--- src/rtl/lane_align_pkg.sv ---
package lane_align_pkg;

    typedef enum logic [1:0] {
        PH_COMMA = 2'd0,
        PH_ARMED = 2'd1,
        PH_ALIGN = 2'd2,
        PH_USER  = 2'd3
    } phase_e;

    localparam logic [7:0] CH_COMMA  = 8'hBC;
    localparam logic [7:0] CH_START  = 8'h1C;
    localparam logic [7:0] CH_END    = 8'h7C;
    localparam logic [7:0] CH_CFGMRK = 8'h9C;

    localparam int ALIGN_MFS   = 4;
    localparam int CFG_COUNT   = 14;
    localparam int CFG_FIRST   = 2;
    localparam int CFG_MF      = 1;

    typedef struct packed {
        logic [7:0] data;
        logic       is_k;
    } char_t;

endpackage

--- src/rtl/lane_align_ctrl.sv ---
module lane_align_ctrl
    import lane_align_pkg::*;
#(
    parameter int MF_LEN = 32,
    localparam int IDX_W = (MF_LEN > 1) ? $clog2(MF_LEN) : 1,
    localparam int MF_W  = $clog2(ALIGN_MFS)
) (
    input  logic             clk_i,
    input  logic             rst_ni,
    input  logic             sync_req_ni,
    input  logic             lmfc_edge_i,
    output phase_e           phase_d_o,
    output logic [MF_W-1:0]  mf_d_o,
    output logic [IDX_W-1:0] idx_d_o
);

    localparam logic [IDX_W-1:0] IDX_LAST = IDX_W'(MF_LEN - 1);
    localparam logic [MF_W-1:0]  MF_LAST  = MF_W'(ALIGN_MFS - 1);

    typedef struct packed {
        phase_e           phase;
        logic [MF_W-1:0]  mf;
        logic [IDX_W-1:0] idx;
    } seq_t;

    seq_t seq_d, seq_q;

    always_comb begin
        seq_d = seq_q;
        if (!sync_req_ni) begin
            seq_d.phase = PH_COMMA;
            seq_d.mf    = '0;
            seq_d.idx   = '0;
        end else begin
            unique case (seq_q.phase)
                PH_COMMA: begin
                    seq_d.phase = PH_ARMED;
                end
                PH_ARMED: begin
                    if (lmfc_edge_i) begin
                        seq_d.phase = PH_ALIGN;
                        seq_d.mf    = '0;
                        seq_d.idx   = '0;
                    end
                end
                PH_ALIGN: begin
                    if (seq_q.idx == IDX_LAST) begin
                        seq_d.idx = '0;
                        if (seq_q.mf == MF_LAST) begin
                            seq_d.phase = PH_USER;
                            seq_d.mf    = '0;
                        end else begin
                            seq_d.mf = seq_q.mf + 1'b1;
                        end
                    end else begin
                        seq_d.idx = seq_q.idx + 1'b1;
                    end
                end
                PH_USER: begin
                    seq_d.phase = PH_USER;
                end
                default: begin
                    seq_d.phase = PH_COMMA;
                end
            endcase
        end
    end

    always_ff @(posedge clk_i or negedge rst_ni) begin
        if (!rst_ni) begin
            seq_q <= '{phase: PH_COMMA, mf: '0, idx: '0};
        end else begin
            seq_q <= seq_d;
        end
    end

    assign phase_d_o = seq_d.phase;
    assign mf_d_o    = seq_d.mf;
    assign idx_d_o   = seq_d.idx;

endmodule

--- src/rtl/lane_align_charsel.sv ---
module lane_align_charsel
    import lane_align_pkg::*;
#(
    parameter int MF_LEN = 32,
    localparam int IDX_W = (MF_LEN > 1) ? $clog2(MF_LEN) : 1,
    localparam int MF_W  = $clog2(ALIGN_MFS)
) (
    input  logic [MF_W-1:0]        mf_i,
    input  logic [IDX_W-1:0]       idx_i,
    input  logic [8*CFG_COUNT-1:0] cfg_octets_i,
    output char_t                  char_o
);

    localparam logic [IDX_W-1:0] IDX_LAST = IDX_W'(MF_LEN - 1);

    logic [7:0] cfg_arr [CFG_COUNT];
    logic [7:0] ramp;
    logic       in_cfg_mf;

    for (genvar j = 0; j < CFG_COUNT; j++) begin : g_cfg_unpack
        assign cfg_arr[j] = cfg_octets_i[8*j +: 8];
    end

    assign ramp      = 8'(idx_i);
    assign in_cfg_mf = (mf_i == MF_W'(CFG_MF));

    always_comb begin
        char_o.data = ramp;
        char_o.is_k = 1'b0;
        if (idx_i == '0) begin
            char_o.data = CH_START;
            char_o.is_k = 1'b1;
        end else if (idx_i == IDX_LAST) begin
            char_o.data = CH_END;
            char_o.is_k = 1'b1;
        end else if (in_cfg_mf && idx_i == IDX_W'(1)) begin
            char_o.data = CH_CFGMRK;
            char_o.is_k = 1'b1;
        end else if (in_cfg_mf) begin
            for (int j = 0; j < CFG_COUNT; j++) begin
                if (idx_i == IDX_W'(j + CFG_FIRST)) begin
                    char_o.data = cfg_arr[j];
                end
            end
        end
    end

endmodule

--- src/rtl/lane_align_tx.sv ---
module lane_align_tx
    import lane_align_pkg::*;
#(
    parameter int MF_LEN = 32,
    localparam int IDX_W = (MF_LEN > 1) ? $clog2(MF_LEN) : 1,
    localparam int MF_W  = $clog2(ALIGN_MFS)
) (
    input  logic                   clk_i,
    input  logic                   rst_ni,
    input  logic                   sync_req_ni,
    input  logic                   lmfc_edge_i,
    input  logic [8*CFG_COUNT-1:0] cfg_octets_i,
    input  logic [7:0]             user_data_i,
    output logic [7:0]             tx_data_o,
    output logic                   tx_is_k_o,
    output logic                   scr_bypass_o
);

    typedef struct packed {
        char_t ch;
        logic  bypass;
    } out_t;

    phase_e           phase_d;
    logic [MF_W-1:0]  mf_d;
    logic [IDX_W-1:0] idx_d;
    char_t            align_ch;
    out_t             out_d, out_q;

    lane_align_ctrl #(.MF_LEN(MF_LEN)) ctrl_i (
        .clk_i       (clk_i),
        .rst_ni      (rst_ni),
        .sync_req_ni (sync_req_ni),
        .lmfc_edge_i (lmfc_edge_i),
        .phase_d_o   (phase_d),
        .mf_d_o      (mf_d),
        .idx_d_o     (idx_d)
    );

    lane_align_charsel #(.MF_LEN(MF_LEN)) charsel_i (
        .mf_i         (mf_d),
        .idx_i        (idx_d),
        .cfg_octets_i (cfg_octets_i),
        .char_o       (align_ch)
    );

    always_comb begin
        out_d.ch.data = CH_COMMA;
        out_d.ch.is_k = 1'b1;
        out_d.bypass  = 1'b0;
        unique case (phase_d)
            PH_ALIGN: begin
                out_d.ch     = align_ch;
                out_d.bypass = 1'b1;
            end
            PH_USER: begin
                out_d.ch.data = user_data_i;
                out_d.ch.is_k = 1'b0;
            end
            default: begin
                out_d.ch.data = CH_COMMA;
                out_d.ch.is_k = 1'b1;
            end
        endcase
    end

    always_ff @(posedge clk_i or negedge rst_ni) begin
        if (!rst_ni) begin
            out_q <= '{ch: '{data: CH_COMMA, is_k: 1'b1}, bypass: 1'b0};
        end else begin
            out_q <= out_d;
        end
    end

    assign tx_data_o    = out_q.ch.data;
    assign tx_is_k_o    = out_q.ch.is_k;
    assign scr_bypass_o = out_q.bypass;

endmodule

--- config.mk ---
export PLATFORM = sky130hd
export DESIGN_NAME = lane_align_tx
export DESIGN_NICKNAME = d
export VERILOG_FILES = /design/src/rtl/lane_align_pkg.sv /design/src/rtl/lane_align_ctrl.sv /design/src/rtl/lane_align_charsel.sv /design/src/rtl/lane_align_tx.sv
export SDC_FILE = /design/constraint.sdc
export NUM_CORES = 1
export LEC_CHECK = 0
export BUFFER_PORTS_ARGS = -buffer_cell sky130_fd_sc_hd__buf_2
export CORE_ASPECT_RATIO = 0.6
export CORE_MARGIN = 2
export CORE_UTILIZATION = 41
export DETAILED_ROUTE_END_ITERATION = 10
export PLACE_DENSITY = 0.75
export SLEW_MARGIN = 10
export SYNTH_ARGS = -nofsm -noshare
export SYNTH_HDL_FRONTEND = slang
export SYNTH_HIERARCHICAL = 1
export SYNTH_SLANG_ARGS = --single-unit
--- constraint.sdc ---
create_clock -name clk_i -period 4.39 [get_ports clk_i]
set_clock_uncertainty 0.05 [all_clocks]
set_input_delay 0.878 -clock clk_i [delete_from_list [all_inputs] [get_ports clk_i]]
set_output_delay 0.878 -clock clk_i [all_outputs]
set_load 0.02 [all_outputs]
=== Word level (Yosys, flattened, before mapping) ===
Index checks and enable logic that the tools add are counted.

* Logic and storage cells: 64
* Memory bits (read-only): 0
* Memories kept: 0
* Output and inout bits: 10
* Bits in latches: 0
* Flip-flop bits (word level): 19
* Bits in writable memories: 0
* Input port bits: 124

* Add/sub/neg operators: 2
* Multiplexer cells: 29
* Magnitude comparators: 0
* Shift-type cells: 0
* Multiply operators: 0
* Equality and inequality tests: 24
* Reduce and logical (&&, ||, !) cells: 3
* Bitwise operators: 0
* Divide/modulo/power cells: 0

{| class="wikitable"
|+ Operator list
! operator !! count
|-
| $mux 8 || 16
|-
| $eq 5x4->1 const B || 8
|-
| $mux 9 || 4
|-
| $eq 5x3->1 const B || 4
|-
| $pmux 9 s2 || 1
|-
| $pmux 7 s2 || 1
|-
| $eq 2x2->1 const B || 5
|-
| $eq 5x2->1 const B || 2
|-
| $eq 5x5->1 const B || 2
|-
| $pmux 2 s4 || 1
|-
| $add 5x1->5 const B || 1
|-
| $eq 5x1->1 const B || 1
|-
| $logic_not 5->1 || 1
|-
| $mux 5 || 1
|-
| $eq 2x1->1 const B || 2
|-
| $mux 2 || 2
|-
| $mux 4 || 1
|-
| $add 2x1->2 const B || 1
|-
| $logic_not 2->1 || 1
|-
| $mux 1 || 2
|-
| $logic_and 1x1->1 || 1
|}

=== Depth between registers and ports, before layout ===
Gate-level depths: netlist of the first run.

* Depth after elaboration: 25
* Mapped depth: 17
* Depth with buffers taken out: 14

=== By module ===
Netlist of the first run, hierarchy kept.

{| class="wikitable"
|+ Modules (own cells, without submodules)
! module !! area each (µm²) !! sequential area each (µm²) !! cells an instance !! times used
|-
| lane_align_charsel || 1,607.8 || 0.0 || 262 || 1
|-
| lane_align_ctrl || 581.8 || 225.2 || 60 || 1
|-
| lane_align_tx || 409.1 || 257.7 || 31 || 1
|}

=== Worst setup path before layout of the first run ===
Ideal clock, no wire load.

* Path type: register to register
* From: register ctrl_i/seq_q[0] (netlist bit)
* To: register out_q (netlist bit tx_data_o[3])
* Arrival: 3.255 ns
* Library setup time: 0.081 ns
* Setup slack: 1.005 ns
* Period minus slack after synthesis: 3.385 ns
* Required time: 4.259 ns
* Cell stages (with the launch flop): 15
* Path buffers: 2
* Cells stage by stage: dfrtp_1 ha_1 and3_1 ha_1 or4_1 a31oi_1 buf_4 buf_6 nor3b_1 nand2_1 o221ai_1 a31oi_1 a211o_1 mux2i_1 nand2_1

{| class="wikitable"
|+ RTL lines
! what !! RTL line !! RTL
|-
| start: declaration || lane_align_ctrl.sv:26 || <nowiki>seq_t seq_d, seq_q;</nowiki>
|-
| start signal: assignment || lane_align_ctrl.sv:71 || <nowiki>seq_q <= '{phase: PH_COMMA, mf: '0, idx: '0};</nowiki>
|-
| start signal: assignment || lane_align_ctrl.sv:73 || <nowiki>seq_q <= seq_d;</nowiki>
|-
| end signal: assignment || lane_align_tx.sv:69 || <nowiki>out_q <= '{ch: '{data: CH_COMMA, is_k: 1'b1}, bypass: 1'b0};</nowiki>
|-
| end signal: assignment || lane_align_tx.sv:71 || <nowiki>out_q <= out_d;</nowiki>
|-
| end: declaration || lane_align_tx.sv:28 || <nowiki>out_t out_d, out_q;</nowiki>
|}

==> reports/summary.txt, run 1 <==
status = finished, final reports clean
# port buffers = 133
Final Hold Fails = 0
setup TNS = 0 ns
routing usage on met2 = 0.451
fill count = 608
Buf/Inv on CP = 1
area leader, netlist = dfrtp_1
first-pass GRT wire length = 15900 µm
average size of a mapped cell = 7.36 µm²
Pleak = 1.48 nW
CP startpoint = ctrl_i/seq_q[0]
crit-path max cell delay = 0.56 ns
FF-to-FF Start = ctrl_i/seq_q[0]
post-synthesis register bit count = 19
htree depth = 1
global routing's busiest layer = met2
initial antenna violation count = 0
synth top area cells = dfrtp_1 13%, dfstp_2 6.1%, a21oi_1 6.0%
Total Routing Usage GR = 0.290
critical path cell sequence = ha_1, and3_1, ha_1, or4_1, a31oi_2, inv_1, and3_1, a32oi_1, a21oi_1, a2111oi_0, o31ai_1, mux2i_1, nand2_1
routed wire length = 10600 µm
DRT Pass-1 Iters = 5
largest net degree at the start of global routing = 26
CTS clock-pin slew for the worst setup and hold paths = 0.08 ns
Sink Count = 19
Die X-Extent = 107 µm
Worst Hold Class = in2async
CTS root buf = clkbuf_8
Final GP Congestion = 1.06
DRC violations left = 0
CP startpoint kind = flop
GR Util met1 = 0.406
initial DRC count = 346
top-count cell post-synth = nand2_1
Die Y = 65.7 µm
slowest CP cell = a2111oi_0
Setup CP Type = reg2reg
Final period util = 0.918
Final Setup Violations = 0
Avg WL per Cell = 18.9 µm
Peak supply drop = 0.0983 mV
CTS Buffer Depth = 2
# IOs = 134
Num CTS Buffers = 3
CP top delay family = compound AO/OA/AOI/OAI gates
Post-synth EDFFs = 0
TritonCTS clock tree = yes
total of warnings raised by yosys = 6
Mapped Area = 2600 µm²
synth unique cells = 64
initial core utilization = 0.425
area grow syn2layout = 29.8%
Mapped Nets = 486
asr flop ratio synth = 1.00
post-synthesis sequential area ratio = 0.186
Worst Path Max Fanout = 12
area of the core = 6110 µm²
Req. time, crit path = 4.51 ns
Post-CTS Hold Buffers = 0
measured slew at the worst slew-check pin = 0.801 ns
GRT overflow = 0
relative slew slack = 0.465
share of cells above drive strength 1 = 0.356
Setup Fix Bufs, Post-CTS = 0
nets = 611
via count = 3512
Power Density = 127 nW/µm²
FP Rows = 22
die area = 7010 µm²
latest clock arrival within the worst-skew pair = 0.27 ns
post-route minimum period = 4.03 ns
ant diodes = 0
post-synth top area share = 0.125
Design Power = 427 µW
Crit path arrival time = 4.15 ns
Syn Inst Count = 353
Final ANT Viol Nets = 0
final design utilization = 0.552
Final Hold Slack = 0.504 ns
Max Cap Viol = 0
Vias/cell = 6.26
dpl hpwl = 8420 µm
RSZ-0062 raised after global routing = no
Worst Setup End Kind = flop
# resized after CTS = 0
Slew Limit Fails = 0
vias in the first global route = 3145
dominant synthesized flop cell = dfrtp_1
top post-synthesis cells by count = 34 x nand2_1, 31 x a21oi_1, 27 x o21ai_0
Max Freq = 0.248 GHz
met3 usage = 0.0804
[sequential cells by signal (all words and copies together), names as in the netlist]
register and count:
ctrl_i/seq_q 9, tx_is_k_o 1, scr_bypass_o 1, tx_data_o 8
[routing by layer]
| layer | share of wire | routed length (µm) |
|---|---|---|
| met1 | 0.41 | 4300 |
| met4 | 0.017 | 178 |
| met2 | 0.44 | 4620 |
| met3 | 0.14 | 1500 |
| met5 | 0 | 0 |
[through the flow]
stage / instance area [µm²] / worst slack (ns) / std cells
floorplan: 2600 / 1.00 / 353
global placement: 3320 / 0.551 / 557
detailed placement: 3320 / 0.428 / 557
CTS: 3370 / 0.404 / 561
global route: 3370 / 0.104 / 561
finish: 3370 / 0.362 / 561
[final cells by class]
class / count / area (µm²) / share of cell area
multi-input cells: 298 / 1940 / 0.577
clock inverters: 1 / 5.00 / 0.00148
clock buffers: 3 / 41.3 / 0.0122
flip-flops and latches: 19 / 483 / 0.143
inverters: 12 / 45.0 / 0.0134
well taps: 84 / 105 / 0.0312
repair buffers: 144 / 748 / 0.222
[placed cells by master (no fill, tap or decap), types with 9 or more instances in the layout]
master      n
mux2i_1    12
nand3_1    15
nand2_1    34
buf_4      11
nor2b_1    14
buf_2     133
ha_1        9
dfrtp_1    13
nor2_1     25
o21ai_0    27
a21oi_1    28
nor3_1     11
inv_1      11
nand2b_1    9
[kinds of logic (layout without fill, tap and decap cells)]
kind of cell / Yosys count / in the layout / synth area share
and+or+nand+nor: 144 / 144 / 0.302
buffers and inverters: 36 / 160 / 0.0775
adders and majority gates: 9 / 9 / 0.0433
DFF: 19 / 19 / 0.186
muxes: 15 / 15 / 0.0592
AOI/OAI and AO/OA: 130 / 130 / 0.332
[final timing paths]
check / cells after the start / slack (ns) / end
setup / recovery: 13 / 0.36 / tx_data_o[4]
hold / removal: 1 / 0.50 / scr_bypass_o
setup reg to reg: 13 / 0.36 / tx_data_o[4]
hold reg to reg: 2 / 0.60 / ctrl_i/seq_q[5]
max in group asynchronous: 1 / 3.44 / tx_data_o[4]
min in group clk_i: 2 / 0.60 / ctrl_i/seq_q[5]
[power by group]
part           leakage (nW)  internal [mW]  switching (mW)
Combinational          1.21         0.0580          0.0579
Sequential            0.243          0.179         0.00226
Clock                0.0255         0.0634          0.0666
Total                  1.48          0.300           0.127
Power figures use the tool's default switching activity.
==> run 2, diff against run 1 <==
--- a/config.mk
+++ b/config.mk
@@ -7,8 +7,8 @@
 export LEC_CHECK = 0
 export BUFFER_PORTS_ARGS = -buffer_cell sky130_fd_sc_hd__buf_2
 export CORE_ASPECT_RATIO = 0.6
-export CORE_MARGIN = 2
 export CORE_UTILIZATION = 41
+export CTS_CLUSTER_DIAMETER = 200
 export DETAILED_ROUTE_END_ITERATION = 10
 export PLACE_DENSITY = 0.75
 export SLEW_MARGIN = 10
==> constraint.sdc (replaced) <==
create_clock -name clk_i -period 4.39 [get_ports clk_i]
set_clock_uncertainty 0.05 [all_clocks]
set_input_delay 0.439 -clock clk_i [delete_from_list [all_inputs] [get_ports clk_i]]
set_output_delay 0.439 -clock clk_i [all_outputs]
set_load 0.02 [all_outputs]
==> run 2 against run 1 <==
Compared with the run above:
- combinational power hardly changed
- register-to-register slack better by 0.08 ns
- flip-flop and latch count is the same
- utilization is 0.16 points higher
- setup slack better by 0.079 ns
- sequential share of layout area about the same
- worst hold slack got worse by 0.44 ns
- die area decreased by 4.9%
- global-route usage increased by 2.2 points
- first-iteration DRC count up 49%
==> reports/summary.txt, run 2 (same netlist as run 1, synthesis figures left out) <==
# resized after CTS = 0 (unchanged)
slowest CP cell = or4_1 (was a2111oi_0)
CTS Buffer Depth = 2 (unchanged)
relative slew slack = 0.555 (was 0.465)
Sequential Power Share = 0.425 (was 0.424)
pre-CTS setup slack = 0.557 ns (was 0.428 ns)
post-route minimum period = 3.95 ns (was 4.03 ns)
Avg WL per Cell = 19.1 µm (was 18.9 µm)
dpl hpwl = 8530 µm (was 8420 µm)
routing usage on met2 = 0.459 (was 0.451)
switching power = 126 µW (was 127 µW)
CP startpoint kind = flop (unchanged)
die area = 6670 µm² (was 7010 µm²)
via count = 3527 (was 3512)
CTS clock-pin slew for the worst setup and hold paths = 0.08 ns (about the same)
Setup CP Type = reg2reg (unchanged)
Worst Path Max Fanout = 27 (was 12)
commonest non-fill, non-tap cell in the layout = buf_2 (unchanged)
Final GP Congestion = 1.05 (was 1.06)
Die X-Extent = 105 µm (was 107 µm)
post-placement cell area = 3340 µm² (was 3320 µm²)
Die Y = 63.7 µm (was 65.7 µm)
Vias/cell = 6.26 (about the same)
Worst Setup End Kind = flop (unchanged)
Max Freq = 0.253 GHz (was 0.248 GHz)
Final period util = 0.900 (was 0.918)
status = finished, final reports clean (unchanged)
share of cells above drive strength 1 = 0.357 (was 0.356)
Num CTS Buffers = 3 (unchanged)
DRC violations left = 0 (unchanged)
Final Hold Slack = 0.0595 ns (was 0.504 ns)
setup TNS = 0 ns (unchanged)
area grow syn2layout = 30.1% (was 29.8%)
Worst Hold Class = in2async (unchanged)
DRT Pass-1 Iters = 6 (was 5)
# port buffers = 133 (unchanged)
Peak supply drop = 0.121 mV (was 0.0983 mV)
vias in the first global route = 3125 (was 3145)
Sink Count = 19 (unchanged)
fill count = 627 (was 608)
met3 usage = 0.0621 (was 0.0804)
final design utilization = 0.553 (was 0.552)
area of the core = 6110 µm² (unchanged)
Crit path arrival time = 4.10 ns (was 4.15 ns)
Combinational Power Share = 0.271 (was 0.272)
Slew Limit Fails = 0 (unchanged)
CP top delay family = compound AO/OA/AOI/OAI gates (unchanged)
nets = 613 (was 611)
Setup Fix Bufs, Post-CTS = 0 (unchanged)
htree depth = 1 (unchanged)
placed cell count = 559 (was 557)
initial DRC count = 516 (was 346)
crit-path max cell delay = 0.53 ns (was 0.56 ns)
Post-Layout Cell Count = 563 (was 561)
Largest Register = ctrl_i/seq_q (unchanged)
GRT overflow = 0 (unchanged)
Buf/Inv on CP = 2 (was 1)
Power Density = 126 nW/µm² (was 127 nW/µm²)
setup ws final = 0.440 ns (was 0.362 ns)
ant diodes = 0 (unchanged)
latest clock arrival within the worst-skew pair = 0.27 ns (about the same)
max FFs per register = 9 (unchanged)
first-pass GRT wire length = 16300 µm (was 15900 µm)
Final ANT Viol Nets = 0 (unchanged)
RSZ-0062 raised after global routing = no (unchanged)
initial antenna violation count = 0 (unchanged)
GR Util met1 = 0.473 (was 0.406)
most frequent cells in the layout = 133 x buf_2, 34 x nand2_1, 28 x a21oi_1, 27 x o21ai_0, 25 x nor2_1 (unchanged)
fin area = 3380 µm² (was 3370 µm²)
Final Setup Violations = 0 (unchanged)
TritonCTS clock tree = yes (unchanged)
initial core utilization = 0.425 (unchanged)
Clock Power Share = 0.305 (about the same)
Final Hold Fails = 0 (unchanged)
FP Rows = 22 (unchanged)
Req. time, crit path = 4.54 ns (was 4.51 ns)
CTS root buf = clkbuf_8 (unchanged)
Max Cap Viol = 0 (unchanged)
Post-CTS Hold Buffers = 0 (unchanged)
# IOs = 134 (unchanged)
Design Power = 426 µW (was 427 µW)
global routing's busiest layer = met1 (was met2)
Pleak = 1.49 nW (was 1.48 nW)
critical path cell sequence = ha_1, and3_1, ha_1, or4_1, a31oi_2, buf_4, inv_1, and3_1, a32oi_1, a21oi_1, a2111oi_0, o31ai_1, mux2i_1, nand2_1 (was ha_1, and3_1, ha_1, or4_1, a31oi_2, inv_1, and3_1, a32oi_1, a21oi_1, a2111oi_0, o31ai_1, mux2i_1, nand2_1)
largest net degree at the start of global routing = 28 (was 26)
routed wire length = 10800 µm (was 10600 µm)
switching share of power = 0.295 (was 0.297)
measured slew at the worst slew-check pin = 0.666 ns (was 0.801 ns)
Int Pwr = 300 µW (about the same)
Total Routing Usage GR = 0.312 (was 0.290)
[run 2: cell types whose count changed in the layout (fill, tap and decap cells not counted), sizes merged]
cell / change
buf: +2
[run 2: layout make-up]
type / count / area (µm²) / share of cell area
sequential: 19 / 483 / 0.143
inverter: 12 / 45.0 / 0.0133
tap: 84 / 105 / 0.0311
clock buffer: 3 / 41.3 / 0.0122
clock inverter: 1 / 5.00 / 0.00148
timing repair buffer: 146 / 763 / 0.226
multi-input combinational: 298 / 1940 / 0.573
[run 2: power groups by stage]
stage                     sequential (mW)  combinational, mW  clock, mW
final                               0.181              0.115      0.130
after global routing                0.181              0.124      0.139
after CTS                           0.181              0.114      0.130
after detailed placement            0.184              0.114          0
after global placement              0.184              0.113          0
after floorplan                     0.186             0.0374          0
[run 2: final timing paths]
check	startpoint	end	slack, ns	depth (start not counted)
worst max register to register	ctrl_i/seq_q[0]	tx_data_o[4]	0.44	14
worst min register to register	ctrl_i/seq_q[5]	ctrl_i/seq_q[5]	0.60	2
min in group clk_i	user_data_i[3]	tx_data_o[3]	0.35	3
max in group asynchronous	rst_ni	tx_data_o[5]	3.89	1
worst min-delay path	rst_ni	tx_data_o[0]	0.06	1
worst max-delay path	ctrl_i/seq_q[0]	tx_data_o[4]	0.44	14
[run 2: worst reg2reg max path, delay by kind of cell (launching register included)]
kind | cells | cell delay, ns
compound gates | 5 | 1.22
simple gates | 4 | 1.12
buf+inv | 2 | 0.49
fa+ha+maj | 2 | 0.46
flops | 1 | 0.41
mux | 1 | 0.14
[run 2: layer usage]
metal,vias to the layer above,routed length (µm)
met5,-,0
met4,0,170
met3,22,1380
met2,282,4430
met1,1624,4780
li1,1599,-
==> run 3, diff against run 2 <==
--- a/config.mk
+++ b/config.mk
@@ -11,6 +11,7 @@
 export CTS_CLUSTER_DIAMETER = 200
 export DETAILED_ROUTE_END_ITERATION = 10
 export PLACE_DENSITY = 0.75
+export REMOVE_ABC_BUFFERS = 1
 export SLEW_MARGIN = 10
 export SYNTH_ARGS = -nofsm -noshare
 export SYNTH_HDL_FRONTEND = slang
==> run 3 against run 2 <==
Compared with the run above:
- the flow now finishes with violations (design-rule violations)
- die area unchanged
- sequential power about the same
- total power fell by 0.74%
- utilization hardly changed
- critical endpoint is now tx_data_o[1]
- largest cell class unchanged
- largest power group unchanged
==> reports/summary.txt, run 3 (same netlist as run 1, synthesis figures left out) <==
RSZ-0062 raised after global routing = no (unchanged)
CTS root buf = clkbuf_8 (unchanged)
failing checks = design-rule violations
Setup Fix Bufs, Post-CTS = 0 (unchanged)
routed wire length = 10300 µm (was 10800 µm)
die area = 6670 µm² (unchanged)
Avg WL per Cell = 18.3 µm (was 19.1 µm)
nets = 612 (was 613)
Final Setup Violations = 0 (unchanged)
max FFs per register = 9 (unchanged)
DRC violations left = 1 (was 0)
vias in the first global route = 3131 (was 3125)
fill count = 626 (was 627)
Worst Setup End Kind = flop (unchanged)
latest clock arrival within the worst-skew pair = 0.26 ns (was 0.27 ns)
most frequent cells in the layout = 133 x buf_2, 34 x nand2_1, 28 x a21oi_1, 27 x o21ai_0, 25 x nor2_1 (unchanged)
Peak supply drop = 0.0970 mV (was 0.121 mV)
post-route minimum period = 3.85 ns (was 3.95 ns)
htree depth = 1 (unchanged)
Post-CTS Hold Buffers = 0 (unchanged)
share of cells above drive strength 1 = 0.358 (was 0.357)
GR Util met1 = 0.442 (was 0.473)
measured slew at the worst slew-check pin = 0.734 ns (was 0.666 ns)
Die X-Extent = 105 µm (unchanged)
Max Freq = 0.260 GHz (was 0.253 GHz)
DRT Pass-1 Iters = 8 (was 6)
area grow syn2layout = 30.0% (was 30.1%)
Final Hold Fails = 0 (unchanged)
CTS clock-pin slew for the worst setup and hold paths = 0.08 ns (about the same)
Worst Path Max Fanout = 27 (unchanged)
dpl hpwl = 8430 µm (was 8530 µm)
commonest non-fill, non-tap cell in the layout = buf_2 (unchanged)
Max Cap Viol = 0 (unchanged)
r2r setup slk = 0.54 ns (was 0.44 ns)
Worst R2R Path Depth = 14 (unchanged)
Worst Hold Class = in2async (unchanged)
Final ANT Viol Nets = 0 (unchanged)
via count = 3402 (was 3527)
Crit path arrival time = 4.00 ns (was 4.10 ns)
Power Density = 125 nW/µm² (was 126 nW/µm²)
Sink Count = 19 (unchanged)
TritonCTS clock tree = yes (unchanged)
CTS Buffer Depth = 2 (unchanged)
largest net degree at the start of global routing = 34 (was 28)
met3 usage = 0.115 (was 0.0621)
Final GP Congestion = 1.03 (was 1.05)
FF-to-FF Start = ctrl_i/seq_q[0] (unchanged)
final design utilization = 0.553 (about the same)
Slew Limit Fails = 0 (unchanged)
placed cell count = 558 (was 559)
initial DRC count = 382 (was 516)
Setup CP Type = reg2reg (unchanged)
initial core utilization = 0.425 (unchanged)
# port buffers = 133 (unchanged)
CP startpoint kind = flop (unchanged)
register cell area after layout = 483 µm² (unchanged)
relative slew slack = 0.511 (was 0.555)
FP Rows = 22 (unchanged)
Req. time, crit path = 4.54 ns (about the same)
Final period util = 0.877 (was 0.900)
Pleak = 1.48 nW (was 1.49 nW)
Num CTS Buffers = 3 (unchanged)
ant diodes = 0 (unchanged)
status = complete, but fails checks (was finished, final reports clean)
first-pass GRT wire length = 16100 µm (was 16300 µm)
global routing's busiest layer = met2 (was met1)
Total Routing Usage GR = 0.310 (was 0.312)
worst r2r dst = tx_data_o[1] (was tx_data_o[4])
area of the core = 6110 µm² (unchanged)
initial antenna violation count = 0 (unchanged)
# resized after CTS = 0 (unchanged)
Largest Register = ctrl_i/seq_q (unchanged)
Multi-input gate area = 1940 µm² (about the same)
Post-Layout Cell Count = 562 (was 563)
Vias/cell = 6.05 (was 6.26)
# IOs = 134 (unchanged)
routing usage on met2 = 0.449 (was 0.459)
Die Y = 63.7 µm (unchanged)
GRT overflow = 0 (unchanged)
## run 3: cell count changes in the layout (fill, tap and decap cells not counted), sizes merged
cell	delta
buf	-1
## run 3: routing by layer
metal / share of wire / wire length [µm] / vias to the layer above
li1: - / - / 1600
met1: 0.44 / 4550 / 1567
met2: 0.40 / 4150 / 222
met3: 0.14 / 1480 / 13
met4: 0.011 / 114 / 0
met5: 0 / 0 / -
## run 3: through the flow
stage / setup TNS (ns) / setup WS [ns] / cell area [µm²] / hold slack, ns / total power, mW
after floorplan: -2.77 / -0.555 / 2440 / 0.0934 / 0.220
after global placement: 0 / 0.628 / 3330 / 0.354 / 0.297
after detailed placement: 0 / 0.595 / 3330 / 0.350 / 0.298
after CTS: 0 / 0.585 / 3370 / 0.0689 / 0.421
after global routing: 0 / 0.291 / 3380 / 0.0894 / 0.439
final: 0 / 0.538 / 3380 / 0.0511 / 0.423
## run 3: worst max-delay path by stage
stage	from	end	slack, ns	cells past startpoint
6_report	ctrl_i/seq_q[0]	tx_data_o[1]	0.54	14
5_1_grt	ctrl_i/seq_q[0]	tx_data_o[0]	0.29	14
4_1_cts	ctrl_i/seq_q[0]	tx_data_o[1]	0.58	14
3_5_place_dp	ctrl_i/seq_q[0]	tx_data_o[4]	0.59	14
3_3_place_gp	ctrl_i/seq_q[0]	tx_data_o[1]	0.63	14
2_1_floorplan	ctrl_i/seq_q[0]	tx_data_o[0]	-0.55	13
## run 3: area by class of cell
type | instances | area share
multi-input cells | 298 | 0.575
flip-flops and latches | 19 | 0.143
repair buffers | 145 | 0.224
inverters | 12 | 0.0133
clock buffers | 3 | 0.0122
clock inverters | 1 | 0.00148
well taps | 84 | 0.0311
## run 3: critical path: stages, from the launching register on
cell	delay, ns
dfrtp_1	0.41
ha_1	0.24
and3_1	0.21
ha_1	0.22
or4_1	0.52
a31oi_2	0.18
buf_4	0.29
or3b_1	0.49
nor2_1	0.28
a32oi_1	0.14
a32oi_1	0.23
a221oi_1	0.10
nor3_1	0.22
mux2i_1	0.10
nor2b_1	0.12
## run 3: power breakdown
group	switching (mW)	total, mW	internal (mW)
Clock	0.0628	0.126	0.0632
Combinational	0.0574	0.116	0.0587
Sequential	0.00196	0.181	0.179
Total	0.122	0.423	0.301
